`src/rtl/hbl_pkg.sv`:
```
package hbl_pkg;
  // First address of the window: the window sits at the top of the address space.
  function automatic int win_base(input int addr_w, input int lanes);
    return (1 << addr_w) - lanes - 1;
  endfunction

  // Address of lane l (lane 0 is the least significant byte).
  function automatic int lane_addr(input int addr_w, input int lanes, input int l);
    return win_base(addr_w, lanes) + lanes - l;
  endfunction
endpackage

```
`src/rtl/hbl_addr_dec.sv`:
```
module hbl_addr_dec #(
  parameter int ADDR_W = 3,
  parameter int LANES  = 3
) (
  input  logic [ADDR_W-1:0] addr,
  output logic [LANES-1:0]  lane_sel,
  output logic              pad_hit
);
  localparam int BASE = hbl_pkg::win_base(ADDR_W, LANES);

  always_comb begin
    pad_hit = (int'(addr) == BASE);
  end

  for (genvar l = 0; l < LANES; l++) begin : g_lane
    localparam int LA = hbl_pkg::lane_addr(ADDR_W, LANES, l);
    assign lane_sel[l] = (int'(addr) == LA);
  end
endmodule

```
`src/rtl/hbl_stage.sv`:
```
module hbl_stage #(
  parameter int BYTE_W = 8,
  parameter int LANES  = 3
) (
  input  logic                    clk,
  input  logic                    rst,
  input  logic                    wr_en,
  input  logic [LANES-1:0]        lane_sel,
  input  logic [BYTE_W-1:0]       wdata,
  output logic [LANES*BYTE_W-1:0] stage
);
  for (genvar l = 0; l < LANES; l++) begin : g_byte
    always_ff @(posedge clk) begin
      if (rst)
        stage[l*BYTE_W +: BYTE_W] <= '0;
      else if (wr_en && lane_sel[l])
        stage[l*BYTE_W +: BYTE_W] <= wdata;
    end
  end
endmodule

```
`src/rtl/hbl_rx_hold.sv`:
```
module hbl_rx_hold #(
  parameter int WORD_W = 24
) (
  input  logic              clk,
  input  logic              rst,
  input  logic              commit,
  input  logic [WORD_W-1:0] word_in,
  input  logic              rx_ready,
  output logic [WORD_W-1:0] rx_word,
  output logic              rx_valid
);
  always_ff @(posedge clk) begin
    if (rst) begin
      rx_word  <= '0;
      rx_valid <= 1'b0;
    end else if (commit) begin
      rx_word  <= word_in;
      rx_valid <= 1'b1;
    end else if (rx_valid && rx_ready) begin
      rx_valid <= 1'b0;
    end
  end
endmodule

```
`src/rtl/hbl_rd_mux.sv`:
```
module hbl_rd_mux #(
  parameter int BYTE_W = 8,
  parameter int LANES  = 3
) (
  input  logic                    rd,
  input  logic [LANES-1:0]        lane_sel,
  input  logic [LANES*BYTE_W-1:0] stage,
  output logic [BYTE_W-1:0]       rdata
);
  // AND-OR select: pad and undecoded addresses have no lane bit and yield zero.
  always_comb begin
    rdata = '0;
    for (int l = 0; l < LANES; l++) begin
      if (rd && lane_sel[l])
        rdata = rdata | stage[l*BYTE_W +: BYTE_W];
    end
  end
endmodule

```
`src/rtl/hbl_rx_window.sv`:
```
module hbl_rx_window #(
  parameter int ADDR_W = 3,
  parameter int BYTE_W = 8,
  parameter int LANES  = 3
) (
  input  logic                      clk,
  input  logic                      rst,
  input  logic [ADDR_W-1:0]         host_addr,
  input  logic [BYTE_W-1:0]         host_wdata,
  input  logic                      host_wr,
  input  logic                      host_rd,
  output logic [BYTE_W-1:0]         host_rdata,
  output logic [LANES*BYTE_W-1:0]   rx_word,
  output logic                      rx_valid,
  input  logic                      rx_ready
);
  localparam int WORD_W = LANES * BYTE_W;

  logic [LANES-1:0]  lane_sel;
  logic              pad_hit;
  logic [WORD_W-1:0] stage;
  logic [WORD_W-1:0] word_in;
  logic              commit;

  hbl_addr_dec #(.ADDR_W(ADDR_W), .LANES(LANES)) u_dec (
    .addr     (host_addr),
    .lane_sel (lane_sel),
    .pad_hit  (pad_hit)
  );

  hbl_stage #(.BYTE_W(BYTE_W), .LANES(LANES)) u_stage (
    .clk      (clk),
    .rst      (rst),
    .wr_en    (host_wr),
    .lane_sel (lane_sel),
    .wdata    (host_wdata),
    .stage    (stage)
  );

  // The low lane commits; its byte comes straight from the bus, upper lanes from staging.
  assign commit = host_wr && lane_sel[0] && !pad_hit;

  if (LANES > 1) begin : g_multi
    assign word_in = {stage[WORD_W-1:BYTE_W], host_wdata};
  end else begin : g_single
    assign word_in = host_wdata;
  end

  hbl_rx_hold #(.WORD_W(WORD_W)) u_hold (
    .clk      (clk),
    .rst      (rst),
    .commit   (commit),
    .word_in  (word_in),
    .rx_ready (rx_ready),
    .rx_word  (rx_word),
    .rx_valid (rx_valid)
  );

  hbl_rd_mux #(.BYTE_W(BYTE_W), .LANES(LANES)) u_rd (
    .rd       (host_rd),
    .lane_sel (lane_sel),
    .stage    (stage),
    .rdata    (host_rdata)
  );
endmodule

```
`config.mk`:
```
export PLATFORM = sky130hd
export DESIGN_NAME = hbl_rx_window
export DESIGN_NICKNAME = d
export VERILOG_FILES = /design/src/rtl/hbl_pkg.sv /design/src/rtl/hbl_addr_dec.sv /design/src/rtl/hbl_stage.sv /design/src/rtl/hbl_rx_hold.sv /design/src/rtl/hbl_rd_mux.sv /design/src/rtl/hbl_rx_window.sv
export SDC_FILE = /design/constraint.sdc
export NUM_CORES = 1
export LEC_CHECK = 0
export CAP_MARGIN = 20
export CORE_MARGIN = 10
export CORE_UTILIZATION = 48
export DETAILED_ROUTE_END_ITERATION = 12
export PLACE_DENSITY = 0.77
export SYNTH_ARGS = -nofsm -noshare
export SYNTH_HDL_FRONTEND = slang
export SYNTH_SLANG_ARGS = --single-unit
```
`constraint.sdc`:
```
create_clock -name clk -period 1 [get_ports clk]
set_input_delay 0.2 -clock clk [delete_from_list [all_inputs] [get_ports clk]]
set_output_delay 0.2 -clock clk [all_outputs]
set_load 0.01 [all_outputs]
```
==> results.txt <==
Worst-Margin Slew: 0.342 ns
Yosys Warn Count: 0
Number of port buffers: 48
Design Area, Final: 0.00299 mm2
Hold EP: u_stage.stage[8]$_SDFFE_PP0P_
Synth cell types: 16
Share of layout cells above drive strength 1: 0.458
Setup slack after layout: -0.222 ns
Avg WL per Cell: 15.9 um
Synth top area share: 0.456
Worst vdd ir: 0.957 mV
Initial Util: 0.494
Die W: 86.9 um
Final net count: 279
Max Cap Violations: 0
Clk root buf: clkbuf_8
Dpl hpwl: 3.49 mm
Hold Path Depth: 4
Routed Wire Length: 5.03 mm
Via count: 1567
Setup tns final: -1.69 ns
RSZ-0062 raised after global routing: yes
Initial antenna violation count: 0
Hold-fix buffers, CTS: 0
Final Hold Fails: 0
First-pass GRT wire length: 8.58 mm
Dpl cell area: 0.00284 mm2
CTS tree: yes
Max stage delay cell, worst path: dfxtp_2
Register area share after synthesis: 0.456
Vias/cell: 4.96
Crit path time final: 1.22 ns
Remaining Overflow, GRT: 0
Setup violators final: 8
Worst path bufs/invs: 1
Clock-pin slew on the worst setup and hold paths: 0.08 ns
Clk_lat worst skew: 0.30 ns
I/O pin total: 49
Reg2reg start: u_stage.stage[13]$_SDFFE_PP0P_
Die Ht: 86.9 um
Violated checks: negative setup slack
Clock skew: 0.00649 ns
Leakage: 1.28 nW
Final period util: 1.22
Max Fclk: 818 MHz
Filler cells: 343
Number of global-route vias before repair: 1684
Area Overhead vs Synth: 38.9%
Post-DRT Antenna Nets: 0
Post-Synthesis Cells: 193
Status: finished, violations left
DIE AREA: 0.00756 mm2
DP Worst Slack: -1.00 ns
R2R depth: 3
Core ar.: 0.00435 mm2
Iteration-0 DRC Markers: 82
Crit path cell chain: mux2i_2 -> o2bb2ai_2 -> buf_2
Most frequent cells in the layout: nand2b_1 (57), mux2i_1 (50), buf_2 (34)
# H-tree levels: 2
Largest incremental delay on the critical path: 0.33 ns
Crit path DAT: 1.02 ns
Hold_sp: host_addr[0]
Max FO, Critical Path: 2
Critical path class: register to output pin
Yosys reg bits: 49
Post-synth top area cell: dfxtp_1
Cell Rows: 24
Hold Crit Class: input port to register
CTS sink cnt: 49
R2r setup slk: 0.23 ns
Placer Congestion: 0.764
Largest delay share family, worst path: flip-flops
Clock Path Buffers: 2
RR Endpoint: u_hold.rx_word[13]$_SDFFE_PP0P_
1st-pass router iterations: 4
Most common cell after layout, fill and taps aside: nand2b_1
CP Capture Type: output pin
DRC: 0
Antenna cells: 0
Area of the multi-input gates: 0.00116 mm2
Total GRT Usage: 0.140
CP Launch Type: register
CTS Buf Count: 5
Post-synth net total: 209
Syn_area_per_cell: 11.1 um2
Critical path required time: 0.80 ns
Slew headroom: 0.772
Final Slew Violations: 0
Power Density: 1280 mW/mm2
Synth area leaders: dfxtp_1 (46%), mux2i_1 (26%), nand2b_1 (17%)
Register Area: 0.00102 mm2
Largest net degree at the start of global routing: 22
Synth Cell Area: 0.00215 mm2
[cells in the mapped netlist, drive strengths merged]
cell type and count:
clkbuf 5, buf 9, nand4b 2, nand4 1, dfxtp 49, a21oi 1, mux2i 56, and4 1
o2bb2ai 8, nand3 1, nand2b 57, and4b 3
[tightest hold or removal path, cell delays in order]
cell and delay, ns:
buf_2 0.10, buf_4 0.13, nand4b_1 0.17, mux2i_1 0.08
[metrics by stage]
| stage | hold WS (ns) | cells | power, mW | utilization |
|---|---|---|---|---|
| floorplan | 0.382 | 193 | 2.22 | - |
| global placement | 0.454 | 304 | 2.40 | 0.652 |
| detailed placement | 0.459 | 304 | 2.40 | 0.652 |
| CTS | 0.417 | 315 | 3.84 | 0.673 |
| global route | 0.486 | 316 | 3.96 | 0.686 |
| finish | 0.431 | 316 | 3.82 | 0.686 |
[cells by family after synthesis]
kind of cell | after synthesis | synth area share
AND/OR/NAND/NOR | 65 | 0.198
AO/OA/AOI/OAI | 9 | 0.0349
multiplexers | 56 | 0.261
buffers and inverters | 14 | 0.0506
flip-flops | 49 | 0.456
[state kept, by name, indices dropped and copies added (netlist names)]
signal / cells
u_hold.rx_valid: 1
u_stage.stage: 24
u_hold.rx_word: 24
[report_power, final]
| group | total (mW) | internal, mW | switching (mW) | leakage, nW |
|---|---|---|---|---|
| registers | 2.00 | 1.98 | 0.0200 | 0.412 |
| logic | 0.386 | 0.222 | 0.164 | 0.814 |
| clock network | 1.43 | 0.815 | 0.619 | 0.0585 |
[final cells by class]
class / count / share of cell area
Clock inverter: 1 / 0.0101
Clock buffer: 7 / 0.0289
Sequential cell: 49 / 0.342
Multi-Input combinational cell: 130 / 0.387
Timing Repair Buffer: 77 / 0.210
Tap cell: 52 / 0.0218
[layer usage]
layer	GRT usage	up-vias	routed length (um)	part of all wire
met5	0	-	0	0
met4	0.0442	0	67	0.013
met3	0.0403	6	260	0.052
met2	0.223	27	2390	0.47
met1	0.178	726	2310	0.46
li1	-	808	-	-
[what timing repair did]
item	in CTS	in global routing
gates cloned	1	0
setup endpoints to repair	82	15
buffers inserted	2	1
pin swaps	8	3
gates resized for setup	189	17
[how the worst max path moves through the flow]
stage	startpoint	endpoint	cells past startpoint
floorplan	host_addr[0]	host_rdata[0]	3
global placement	host_addr[1]	host_rdata[5]	5
detailed placement	host_addr[1]	host_rdata[5]	5
CTS	u_stage.stage[5]$_SDFFE_PP0P_	host_rdata[5]	3
global route	u_stage.stage[16]$_SDFFE_PP0P_	host_rdata[0]	3
finish	u_stage.stage[1]$_SDFFE_PP0P_	host_rdata[1]	3
Note: power is estimated with default switching activity, not from simulation.
